**src/rtl/rlr_pkg.sv**
```systemverilog
package rlr_pkg;

  // Extra wait contributed by tap number k of the random chain.
  function automatic int unsigned rlr_tap_weight(input int unsigned k);
    return 32'd1 << k;
  endfunction

  // Total wait from the accepting edge to the release edge.
  function automatic int unsigned rlr_latency(input int unsigned base,
                                              input int unsigned sel);
    return base + sel;
  endfunction

  // Largest wait that the chain can produce.
  function automatic int unsigned rlr_max_latency(input int unsigned base,
                                                  input int unsigned bits);
    return base + (32'd1 << bits) - 32'd1;
  endfunction

endpackage

```
**src/rtl/rlr_fixed_wait.sv**
```systemverilog
// Worst-case evaluation wait: emits a one-cycle event so that the
// consumer acts on the edge WAIT_CYC edges after go_i was sampled.
module rlr_fixed_wait #(
  parameter int unsigned WAIT_CYC = 4
) (
  input  logic clk_i,
  input  logic rst_ni,
  input  logic go_i,
  output logic ev_o
);
  localparam int unsigned CW = $clog2(WAIT_CYC + 1);

  logic [CW-1:0] cnt_q;

  always_ff @(posedge clk_i or negedge rst_ni) begin
    if (!rst_ni)              cnt_q <= '0;
    else if (go_i)            cnt_q <= CW'(WAIT_CYC);
    else if (cnt_q != '0)     cnt_q <= cnt_q - CW'(1);
  end

  assign ev_o = (cnt_q == CW'(1));

  // the owner never restarts the wait while it is running
  p_no_restart_r6: assert property (@(posedge clk_i) disable iff (!rst_ni)
    (cnt_q != '0) |-> !go_i);

  // an event is always preceded by a full wait
  p_wait_full_r5: assert property (@(posedge clk_i) disable iff (!rst_ni)
    go_i |=> !ev_o || (WAIT_CYC == 1));

endmodule

```
**src/rtl/rlr_tap_stage.sv**
```systemverilog
// One tap of the random chain: delay the event by WEIGHT cycles when
// sel_i is set, or pass it on in the same cycle when it is clear.
module rlr_tap_stage #(
  parameter int unsigned WEIGHT = 1
) (
  input  logic clk_i,
  input  logic rst_ni,
  input  logic sel_i,
  input  logic ev_i,
  output logic ev_o
);
  localparam int unsigned CW = $clog2(WEIGHT + 1);

  logic [CW-1:0] cnt_q;
  logic          delayed_ev;

  always_ff @(posedge clk_i or negedge rst_ni) begin
    if (!rst_ni)                 cnt_q <= '0;
    else if (ev_i && sel_i)      cnt_q <= CW'(WEIGHT);
    else if (cnt_q != '0)        cnt_q <= cnt_q - CW'(1);
  end

  assign delayed_ev = (cnt_q == CW'(1));

  generate
    if (WEIGHT == 0) begin : g_wire
      assign ev_o = ev_i;
    end else begin : g_mux
      assign ev_o = sel_i ? delayed_ev : ev_i;
    end
  endgenerate

  // no second event enters a tap that is still counting
  p_no_rearm_r6: assert property (@(posedge clk_i) disable iff (!rst_ni)
    (cnt_q != '0) |-> !ev_i);

  // a bypassed tap never holds a count of its own
  p_bypass_idle_r3: assert property (@(posedge clk_i) disable iff (!rst_ni)
    (!sel_i && ev_i) |=> (cnt_q == '0));

endmodule

```
**src/rtl/rlr_hold_reg.sv**
```systemverilog
// Result hold register: cleared-valid on a new start, loaded on release.
module rlr_hold_reg #(
  parameter int unsigned DATA_W = 16
) (
  input  logic              clk_i,
  input  logic              rst_ni,
  input  logic              clr_i,
  input  logic              cap_i,
  input  logic [DATA_W-1:0] d_i,
  output logic              valid_o,
  output logic [DATA_W-1:0] q_o
);
  logic              valid_q;
  logic [DATA_W-1:0] data_q;

  always_ff @(posedge clk_i or negedge rst_ni) begin
    if (!rst_ni) begin
      valid_q <= 1'b0;
      data_q  <= '0;
    end else if (cap_i) begin
      valid_q <= 1'b1;
      data_q  <= d_i;
    end else if (clr_i) begin
      valid_q <= 1'b0;
    end
  end

  assign valid_o = valid_q;
  assign q_o     = data_q;

  // a released result stays put until a new start
  p_hold_r7: assert property (@(posedge clk_i) disable iff (!rst_ni)
    (valid_q && !clr_i && !cap_i) |=> valid_q && $stable(data_q));

  // capture loads the bus value of the release cycle
  p_capture_r4: assert property (@(posedge clk_i) disable iff (!rst_ni)
    cap_i |=> valid_q && (data_q == $past(d_i)));

endmodule

```
**src/rtl/rlr_release_stage.sv**
```systemverilog
// Random-latency release stage: fixed worst-case wait, then a chain of
// binary-weighted taps, then a hold register loaded on the release edge.
module rlr_release_stage #(
  parameter int unsigned DATA_W   = 16,
  parameter int unsigned EVAL_CYC = 4,
  parameter int unsigned SEL_BITS = 3
) (
  input  logic                clk_i,
  input  logic                rst_ni,
  input  logic                start_i,
  input  logic [DATA_W-1:0]   result_i,
  input  logic [SEL_BITS-1:0] rnd_i,
  output logic                busy_o,
  output logic                valid_o,
  output logic [DATA_W-1:0]   data_o
);
  import rlr_pkg::*;

  localparam int unsigned MAX_LAT = rlr_max_latency(EVAL_CYC, SEL_BITS);
  localparam int unsigned EW      = $clog2(MAX_LAT + 2);

  // named internal events
  logic                accept_ev;
  logic                release_ev;
  logic [SEL_BITS:0]   chain_ev;
  logic                busy_q;
  logic [SEL_BITS-1:0] sel_q;

  assign accept_ev = start_i && !busy_q;

  always_ff @(posedge clk_i or negedge rst_ni) begin
    if (!rst_ni) begin
      busy_q <= 1'b0;
      sel_q  <= '0;
    end else begin
      if (accept_ev) begin
        busy_q <= 1'b1;
        sel_q  <= rnd_i;
      end else if (release_ev) begin
        busy_q <= 1'b0;
      end
    end
  end

  rlr_fixed_wait #(
    .WAIT_CYC(EVAL_CYC)
  ) u_fixed (
    .clk_i  (clk_i),
    .rst_ni (rst_ni),
    .go_i   (accept_ev),
    .ev_o   (chain_ev[0])
  );

  generate
    for (genvar k = 0; k < SEL_BITS; k++) begin : g_tap
      rlr_tap_stage #(
        .WEIGHT(rlr_tap_weight(k))
      ) u_tap (
        .clk_i  (clk_i),
        .rst_ni (rst_ni),
        .sel_i  (sel_q[k]),
        .ev_i   (chain_ev[k]),
        .ev_o   (chain_ev[k+1])
      );
    end
  endgenerate

  assign release_ev = chain_ev[SEL_BITS];

  rlr_hold_reg #(
    .DATA_W(DATA_W)
  ) u_hold (
    .clk_i   (clk_i),
    .rst_ni  (rst_ni),
    .clr_i   (accept_ev),
    .cap_i   (release_ev),
    .d_i     (result_i),
    .valid_o (valid_o),
    .q_o     (data_o)
  );

  assign busy_o = busy_q;

  // ---- checker state: cycles elapsed since the accepting edge ----
  logic [EW-1:0] elapsed_q;

  always_ff @(posedge clk_i or negedge rst_ni) begin
    if (!rst_ni)                      elapsed_q <= '0;
    else if (accept_ev)               elapsed_q <= EW'(1);
    else if (busy_q && !release_ev)   elapsed_q <= elapsed_q + EW'(1);
  end

  // release lands exactly base plus selected weights after acceptance
  p_latency_r3: assert property (@(posedge clk_i) disable iff (!rst_ni)
    release_ev |-> (32'(elapsed_q) == rlr_latency(EVAL_CYC, 32'(sel_q))));

  // never earlier than the worst-case evaluation time
  p_min_wait_r5: assert property (@(posedge clk_i) disable iff (!rst_ni)
    release_ev |-> (32'(elapsed_q) >= EVAL_CYC));

  // acceptance raises busy and drops valid
  p_accept_r2: assert property (@(posedge clk_i) disable iff (!rst_ni)
    accept_ev |=> busy_o && !valid_o);

  // the random select is frozen while a release is pending
  p_sel_frozen_r6: assert property (@(posedge clk_i) disable iff (!rst_ni)
    busy_q |=> $stable(sel_q));

  // busy and valid exclusive, and release only while busy
  p_exclusive_r8: assert property (@(posedge clk_i) disable iff (!rst_ni)
    !(busy_o && valid_o));
  p_release_busy_r8: assert property (@(posedge clk_i) disable iff (!rst_ni)
    release_ev |-> busy_q ##1 (!busy_o && valid_o));

  // at most one event travels the chain at a time
  p_one_event_r8: assert property (@(posedge clk_i) disable iff (!rst_ni)
    $onehot0({accept_ev, release_ev}));

endmodule

```
**config.mk**
```make
export PLATFORM = sky130hd
export DESIGN_NAME = rlr_release_stage
export DESIGN_NICKNAME = d
export VERILOG_FILES = /design/src/rtl/rlr_pkg.sv /design/src/rtl/rlr_fixed_wait.sv /design/src/rtl/rlr_tap_stage.sv /design/src/rtl/rlr_hold_reg.sv /design/src/rtl/rlr_release_stage.sv
export SDC_FILE = /design/constraint.sdc
export NUM_CORES = 1
export LEC_CHECK = 0
export BUFFER_PORTS_ARGS = -buffer_cell sky130_fd_sc_hd__buf_2
export CORE_MARGIN = 2
export CORE_UTILIZATION = 40
export CTS_CLUSTER_SIZE = 24
export DETAILED_ROUTE_END_ITERATION = 12
export HOLD_SLACK_MARGIN = 0.02
export PLACE_DENSITY = 0.66
export SYNTH_ARGS = -nofsm -noshare
export SYNTH_HDL_FRONTEND = slang
export SYNTH_HIERARCHICAL = 1
export SYNTH_SLANG_ARGS = --single-unit
export TNS_END_PERCENT = 1
```
**constraint.sdc**
```tcl
create_clock -name clk_i -period 3.25 [get_ports clk_i]
set_input_delay 0.1625 -clock clk_i [delete_from_list [all_inputs] [get_ports clk_i]]
set_output_delay 0.1625 -clock clk_i [all_outputs]
set_load 0.005 [all_outputs]
```
# Word-level counts from Yosys, hierarchy flattened
# Cells that the tools add are included.
# Widths: inputs -> output; s select.
# word_totals
regBits	30
ram_bits	0
out_inout_bits	18
wordCells	42
rom_bits	0
latch_bits	0
memories	0
# op_classes
addsub	4
n_shift	0
n_lt_le_gt_ge	0
mul	0
n_div	0
n_mux	15
n_bitwise	0
reduce_logical	12
n_eq_ne	3
# op_table
cell	n
$mux 3	4
$reduce_bool 2->1	5
$mux 1	9
$eq 3x1->1 const B	2
$reduce_bool 3->1	2
$sub 3x1->3 const B	2
$logic_and 1x1->1	4
$mux 2	2
$eq 2x1->1 const B	1
$sub 2x1->2 const B	1
$logic_not 1->1	1
$sub 1x1->1 const B	1

# Longest topological paths before layout
# Gate-level depths: netlist (run 1).
# depth
word_depth	6
ltp_mapped	10
ltp_nobuf	8

# Cells and area by module
# Netlist (run 1), hierarchy kept.
# by_module_without_submodules
mod	n_inst	area_per_inst_um2	cells_each
rlr_hold_reg	1	683.2	37
rlr_tap_stage (g_tap[2].u_tap)	1	201.4	20
rlr_fixed_wait	1	197.7	18
rlr_release_stage	1	167.7	10
rlr_tap_stage (g_tap[1].u_tap)	1	132.6	13
rlr_tap_stage (g_tap[0].u_tap)	1	47.5	3

# Worst setup path before layout (run 1)
# No wires, ideal clock.
# synth_timing
path_kind	register to register
start	register u_fixed.cnt_q[0]
end	register u_hold.data_q[10], in the netlist u_hold/q_o[10]
period_less_slack_ns	2.083
path_stages_with_launch	10
n_path_buf	2
setup_time_ns	0.125
arrival_time_ns	1.958
setup_slack_ns	1.167
t_required_ns	3.125
cell_sequence	dfrtp_1 > ha_1 > nor2b_1 > mux2_4 > mux2_4 > inv_1 > o22ai_1 > buf_6 > buf_12 > mux2_4
# synth_via
elab_chain_cells	4
# synth_rtl
item	line	source
from (decl)	rlr_fixed_wait.sv:13	logic [CW-1:0] cnt_q;
from (signal assigned)	rlr_fixed_wait.sv:17	else if (go_i) cnt_q <= CW'(WAIT_CYC);
from (signal assigned)	rlr_fixed_wait.sv:18	else if (cnt_q != '0) cnt_q <= cnt_q - CW'(1);
$eq 3x1->1	rlr_fixed_wait.sv:21	assign ev_o = (cnt_q == CW'(1));
via chain_ev[0]	rlr_release_stage.sv:25	logic [SEL_BITS:0] chain_ev;
$mux 1	rlr_tap_stage.sv:29	assign ev_o = sel_i ? delayed_ev : ev_i;
via chain_ev[1]	rlr_release_stage.sv:25	
$mux 1	rlr_tap_stage.sv:29	
via chain_ev[2]	rlr_release_stage.sv:25	
$mux 1	rlr_tap_stage.sv:29	
via chain_ev[3]	rlr_release_stage.sv:25	
to (signal assigned)	rlr_hold_reg.sv:22	data_q <= d_i;
to (decl)	rlr_hold_reg.sv:14	logic [DATA_W-1:0] data_q;
# The timed path passes the listed nets, and every way through them passes these cells.
# A chain may end at the register's enable or synchronous reset.

# Worst setup path after layout (run 1)
# layout_timing
start	register u_fixed.cnt_q[1]
end	register u_hold.data_q[12], in the netlist u_hold/q_o[12]
# Same word-level chain as after synthesis.

==> results of run 1 <==
==> layout make-up <==
cell class	instances	share of cell area, %
Timing Repair Buffer	41	12.13
Clock buffer	8	4.494
Tap cell	46	3.281
Inverter	8	1.712
Sequential cell	30	42.80
Multi-Input combinational cell	61	35.59
==> registers in the layout, indices dropped and copies added, names as in the netlist <==
signal / count
busy_o: 1
g_tap.u_tap/cnt_q: 6
sel_q: 3
u_fixed/cnt_q: 3
u_hold/q_o: 16
u_hold/valid_o: 1
==> cells in the final DEF (no fill, tap or decap), types with 3 or more instances in the layout <==
| master | n |
|---|---|
| a21oi_1 | 3 |
| buf_2 | 39 |
| nor2_1 | 5 |
| dfrtp_1 | 30 |
| mux2_2 | 7 |
| clkbuf_8 | 3 |
| inv_1 | 8 |
| clkbuf_4 | 5 |
| nand2_1 | 4 |
| ha_1 | 8 |
| mux2_4 | 15 |
| nor2b_1 | 5 |
==> worst max-delay path by stage <==
| stage | from | to | depth (start not counted) |
|---|---|---|---|
| 2_1_floorplan | u_fixed/cnt_q[0] | u_hold/q_o[10] | 9 |
| 3_3_place_gp | u_fixed/cnt_q[0] | u_hold/q_o[12] | 8 |
| 3_5_place_dp | u_fixed/cnt_q[1] | u_hold/q_o[4] | 9 |
| 4_1_cts | u_fixed/cnt_q[1] | u_hold/q_o[7] | 9 |
| 5_1_grt | u_fixed/cnt_q[1] | u_hold/q_o[7] | 9 |
| 6_report | u_fixed/cnt_q[1] | u_hold/q_o[12] | 9 |
==> synthesized netlist by cell type (3+ instances only) <==
| cell type | instances |
|---|---|
| a21oi_1 | 3 |
| dfrtp_1 | 30 |
| ha_1 | 8 |
| inv_1 | 8 |
| mux2_2 | 7 |
| mux2_4 | 15 |
| nand2_1 | 4 |
| nor2_1 | 5 |
| nor2b_1 | 5 |
==> through the flow <==
stage / hold WS [ns] / instance area, sq um / utilization (%)
floorplan: -0.1331 / 1430 / -
global placement: 0.2231 / 1665 / 49.13
detailed placement: 0.2315 / 1665 / 49.13
CTS: 0.04140 / 1754 / 51.75
global route: 0.03838 / 1754 / 51.75
finish: 0.05930 / 1754 / 51.75
==> power by group through the flow <==
stage	clock, mW	combinational, mW	sequential [mW]
after floorplan	0	0.642	0.699
after global placement	0	0.807	0.705
after detailed placement	0	0.844	0.713
after CTS	0.287	0.848	0.706
after global routing	0.304	0.920	0.732
final	0.276	0.836	0.704
==> cell families (layout without fill, tap and decap cells) <==
logic type	count (synthesis)	count (layout)	share of synthesized area, %
flip-flops	30	30	52.49
multiplexers	23	23	21.96
AND/OR/NAND/NOR	19	19	8.399
buffers and inverters	10	57	4.287
AO/OA/AOI/OAI	9	9	4.637
adder cells (fa/ha/maj)	8	8	6.999
XOR/XNOR	2	2	1.225
==> metal layers <==
metal  wire length (um)  vias up  global-route usage, %
li1                   -      432                      -
met2               1367       23                  24.74
met3                121        3                  5.458
met5                  0        -                      0
met1               1041      452                  14.84
met4                 17        0                  4.891
==> results.sh, run 1 <==
export IMPL_outcome="finished, final reports clean"
export IMPL_maxSlewViolCount=0
export IMPL_dp_slack_ns=1.145
export IMPL_skew_ns=0.005652
export IMPL_clock_latency_ns=0.33
export IMPL_cp_max_fo=18
export IMPL_ios=40
export IMPL_synthArstFlopShare_pct=100.0
export IMPL_p_int_mw=1.222
export IMPL_post_cts_resized=0
export IMPL_clock_tree_root_cell="clkbuf_4"
export IMPL_totalPowerFinal_mw=1.815
export IMPL_peakVddDrop_mv=0.3290
export IMPL_cts_buffers=5
export IMPL_crit_arrival_ns=2.34
export IMPL_syn2layout_area_growth_pct=22.66
export IMPL_antenna_cells=0
export IMPL_overflow=0
export IMPL_r2r_slack_ns=1.12
export IMPL_drive_gt1_share_pct=52.03
export IMPL_cap_violations=0
export IMPL_synth_main_ff_cell="dfrtp_1"
export IMPL_cts_tree="done"
export IMPL_stdcell_count=194
export IMPL_hold_end="u_hold/q_o[6]"
export IMPL_timing_fmax_mhz=470.0
export IMPL_die_height_um=63.80
export IMPL_crit_type="reg -> reg"
export IMPL_ys_seq_area_share_pct=52.49
export IMPL_max_stage_delay_ns=0.36
export IMPL_multi_input_area_sq_um=624.3
export IMPL_dieArea_sq_um=4070
export IMPL_finalHoldViolations=0
export IMPL_wl_per_cell_um=13.13
export IMPL_syn_instance_count=101
export IMPL_portBuffers=39
export IMPL_reg2reg_to="u_hold/q_o[12]"
export IMPL_dr_total_vias=910
export IMPL_seq_area_sq_um=750.7
export IMPL_leakage_nw=0.8796
export IMPL_grt_max_degree=31
export IMPL_cp_required_ns=3.47
export IMPL_cts_setup_buffers=0
export IMPL_syn_num_nets=131
export IMPL_std_cell_rows=21
export IMPL_htreeDepth=2
export IMPL_switching_share_pct=32.71
export IMPL_hold_start="result_i[6]"
export IMPL_worstPathCellList="inv_1, ha_1, nor2b_1, mux2_4, mux2_4, inv_1, o22ai_2, buf_4, mux2_4"
export IMPL_design_core_area_sq_um=3390
export IMPL_crit_slowest_cell="dfrtp_1"
export IMPL_synth_cell_types=25
export IMPL_timing_rr_start="u_fixed/cnt_q[1]"
export IMPL_crit_top_cell="mux2_4"
export IMPL_remaining_drc_errors=0
export IMPL_antenna_found_initial=0
export IMPL_drt_iter0_drc=37
export IMPL_fin_setup_tns_ns=0
export IMPL_worstHoldPathType="in -> reg"
export IMPL_period_needed_ns=2.128
export IMPL_slew_headroom_pct=55.93
export IMPL_syn_area_sq_um=1430
export IMPL_comb_power_share_pct=46.0
export IMPL_tightestPinTransition_ns=0.6610
export IMPL_end_kind="flip-flop"
export IMPL_totalWireLength_um=2548
export IMPL_synth_edf_count=0
export IMPL_drt_pass1_iterations=4
export IMPL_place_gp_congestion=0.7490
export IMPL_fin_ws_ns=1.122
export IMPL_rr_worst_depth=9
export IMPL_path_buf_inv=3
export IMPL_p_seq_share_pct=38.8
export IMPL_holdBufCountCts=1
export IMPL_rsz0062_at_grt="no"
export IMPL_ys_top_cells_by_area="dfrtp_1 52%, mux2_4 16%, ha_1 7.0%, mux2_2 5.5%, nor2b_1 2.2%"
export IMPL_path_clk_slew_ns=0.09
export IMPL_powerDensity_nw_per_um2=1035
export IMPL_cts_sinks=30
export IMPL_whs_path_depth=2
export IMPL_cp_start_kind="flip-flop"
export IMPL_syn_area_per_cell_sq_um=14.16
export IMPL_switchingPower_mw=0.5938
export IMPL_fin_nets=177
export IMPL_grt_usage_pct=13.91
export IMPL_die_w_um=63.80
export IMPL_vias_per_cell=4.691
export IMPL_ys_warn_count=6
export IMPL_initial_core_util_pct=42.19
export IMPL_ant_nets=0
export IMPL_dp_hpwl_um=1892
export IMPL_nFillCells=294
export IMPL_path_delay_family="multiplexers"
export IMPL_period_share_pct=65.47
export IMPL_synth_ff_latch_count=30
export IMPL_ctsLongestPathBuffers=2
export IMPL_setup_viol=0
export IMPL_grt_pass1_vias=947
export IMPL_grt_pass1_wl_um=4264
export IMPL_synth_top_cell_area_share_pct=52.49
export IMPL_p_clk_share_pct=15.2
export IMPL_dp_cells=185
export IMPL_synth_top_cell_by_area="dfrtp_1"
(Power assumes the default switching activity.)
==> run 2: changes to the inputs <==
ABC_AREA = 1   (was not set)
PLACE_DENSITY = 0.68   (was 0.66)
clock period = 1.8 ns   (was 3.25 ns; I/O delays follow)
==> run 2 against run 1 <==
Compared with the run above:
- synthesized cell count grew 63%
- final area increased by 14%
- clock skew fell by 0.0032 ns
- critical endpoint is now u_hold/q_o[9]
- worst hold slack got worse by 0.012 ns
==> results.sh, run 2 <==
export IMPL_synthArstFlopShare_pct=100.0
export IMPL_ios=40
export IMPL_cts_buffers=5
export IMPL_tightestPinTransition_ns=0.6575
export IMPL_clock_tree_root_cell="clkbuf_4"
export IMPL_synthMuxAreaShare_pct=0
export IMPL_fin_nets=262
export IMPL_crit_top_cell="inv_2"
export IMPL_syn_area_per_cell_sq_um=8.546
export IMPL_finalHoldViolations=0
export IMPL_hold_worst_slack_ns=0.04703
export IMPL_outcome="finished, final reports clean"
export IMPL_period_needed_ns=1.763
export IMPL_end_kind="flip-flop"
export IMPL_drive_gt1_share_pct=33.48
export IMPL_drt_pass1_iterations=4
export IMPL_dp_hpwl_um=1932
export IMPL_rsz0062_at_grt="yes"
export IMPL_cp_required_ns=2.07
export IMPL_maxSlewViolCount=0
export IMPL_crit_slowest_cell="dfrtp_1"
export IMPL_grt_pass1_wl_um=5195
export IMPL_path_delay_family="buffers and inverters"
export IMPL_remaining_drc_errors=0
export IMPL_dp_slack_ns=0.05218
export IMPL_htreeDepth=2
export IMPL_antenna_cells=0
export IMPL_cts_sinks=30
export IMPL_syn2layout_area_growth_pct=41.44
export IMPL_grt_usage_pct=16.69
export IMPL_design_core_area_sq_um=3363
export IMPL_grt_max_degree=31
export IMPL_dieArea_sq_um=4016
export IMPL_die_w_um=63.38
export IMPL_ctsLongestPathBuffers=2
export IMPL_dp_cells=250
export IMPL_synthAdderAreaFrac_pct=7.098
export IMPL_largest_register_ffs=16
export IMPL_synth_cell_types=14
export IMPL_antenna_found_initial=0
export IMPL_synth_top_cell_by_area="dfrtp_1"
export IMPL_cts_setup_buffers=0
export IMPL_skew_ns=0.002430
export IMPL_stdcell_count=279
export IMPL_place_area_sq_um=1658
export IMPL_drt_iter0_drc=41
export IMPL_synth_compound_area_share_pct=1.065
export IMPL_die_height_um=63.38
export IMPL_ys_seq_area_share_pct=53.24
export IMPL_fin_util_pct=59.30
export IMPL_ys_top_cells_by_area="dfrtp_1 53%, nand2_1 19%, ha_1 7.1%, inv_1 5.1%, nand3_1 4.3%"
export IMPL_totalPowerFinal_mw=3.313
export IMPL_synth_main_ff_cell="dfrtp_1"
export IMPL_wl_per_cell_um=10.78
export IMPL_leakage_nw=1.104
export IMPL_fin_setup_tns_ns=0
export IMPL_max_stage_delay_ns=0.39
export IMPL_portBuffers=39
export IMPL_synth_top_cell_area_share_pct=53.24
export IMPL_nFillCells=328
export IMPL_synth_xor_area_share_pct=0
export IMPL_layout_commonest_cell="nand2_1"
export IMPL_syn_area_sq_um=1410
export IMPL_std_cell_rows=21
export IMPL_synth_most_common_cell="nand2_1"
export IMPL_synth_top_family_by_area="simple AND/OR/NAND/NOR gates"
export IMPL_syn_instance_count=165
export IMPL_final_area_sq_um=1994
export IMPL_path_clk_slew_ns=0.09
export IMPL_worstPathCellList="inv_2, ha_4, inv_2, nor2_4, nand2_1, nand2_2, inv_2, o21ai_2, inv_1, o21ai_1, buf_4, clkbuf_16, nand2_2, nand2_1"
export IMPL_syn_num_nets=195
export IMPL_place_gp_congestion=0.7486
export IMPL_path_buf_inv=6
export IMPL_crit_arrival_ns=2.03
export IMPL_overflow=0
export IMPL_cp_start_kind="flip-flop"
export IMPL_cp_max_fo=7
export IMPL_crit_type="reg -> reg"
export IMPL_dr_total_vias=1271
export IMPL_ant_nets=0
export IMPL_totalWireLength_um=3007
export IMPL_mostFrequentLayoutCells="59 x nand2_1, 39 x buf_2, 30 x dfrtp_1"
export IMPL_synthSimpleGateAreaFrac_pct=29.10
export IMPL_ys_warn_count=6
export IMPL_cts_tree="done"
export IMPL_grt_pass1_vias=1250
export IMPL_fin_ws_ns=0.03714
export IMPL_synth_ff_latch_count=30
export IMPL_synth_edf_count=0
export IMPL_powerDensity_nw_per_um2=1661
export IMPL_synth_common_cells="70 x nand2_1, 30 x dfrtp_1, 19 x inv_1"
export IMPL_vias_per_cell=4.556
export IMPL_slew_headroom_pct=56.17
export IMPL_timing_fmax_mhz=567.3
export IMPL_setup_viol=0
export IMPL_worstHoldPathType="in -> reg"
export IMPL_clock_latency_ns=0.32
export IMPL_peakVddDrop_mv=0.7505
export IMPL_period_share_pct=97.94
export IMPL_cap_violations=0
export IMPL_initial_core_util_pct=41.93
## run 2: final cells by class
| type | count | area [sq um] | share of cell area, % |
|---|---|---|---|
| inverter | 23 | 93.84 | 4.705 |
| clock inverter | 1 | 5.005 | 0.2509 |
| timing repair buffer | 63 | 455.4 | 22.84 |
| clock buffer | 7 | 55.05 | 2.760 |
| multi-input combinational | 109 | 576.8 | 28.92 |
| tap | 46 | 57.56 | 2.886 |
| sequential | 30 | 750.7 | 37.64 |
## run 2: timing repair
action / CTS / global route
endpoints found under the setup margin: 0 / 18
hold buffers: 20 / 0
endpoints found under the hold margin: 49 / 0
resized for setup: 0 / 19
## run 2: logic make-up (layout without fill, tap and decap cells)
family	count (synthesis)	in the layout
AND/OR/NAND/NOR	98	98
adder cells (fa/ha/maj)	8	8
flip-flops	30	30
AO/OA/AOI/OAI	3	3
buffers and inverters	26	94
## run 2: worst paths after layout
path                                       start              to  slack, ns  depth (start not counted)
min in group asynchronous                 rst_ni        sel_q[0]       0.32                          2
worst max-delay path            u_fixed/cnt_q[1]   u_hold/q_o[9]       0.04                         14
worst max register to register  u_fixed/cnt_q[1]   u_hold/q_o[9]       0.04                         14
max in group asynchronous                 rst_ni  u_hold/q_o[12]       1.05                          2
worst min register to register    u_hold/valid_o  u_hold/valid_o       0.48                          2
worst min-delay path                     start_i        sel_q[0]       0.05                          3
## run 2: power by group
part | internal, mW | switching [mW]
clock | 0.189 | 0.226
sequential | 1.02 | 0.222
combinational | 0.742 | 0.915
## run 2: tightest hold or removal path: stages
cell     delay, ns
buf_2         0.12
nand3_1       0.08
nand2_1       0.05
## run 2: metal layers
layer  GRT usage (%)  vias to the layer above  part of all wire, %
met1           19.33                      583                   44
met3           5.179                        7                  5.8
met2           27.89                       43                   48
met4           8.152                        0                  2.1
li1                -                      638                    -
met5               0                        -                    0
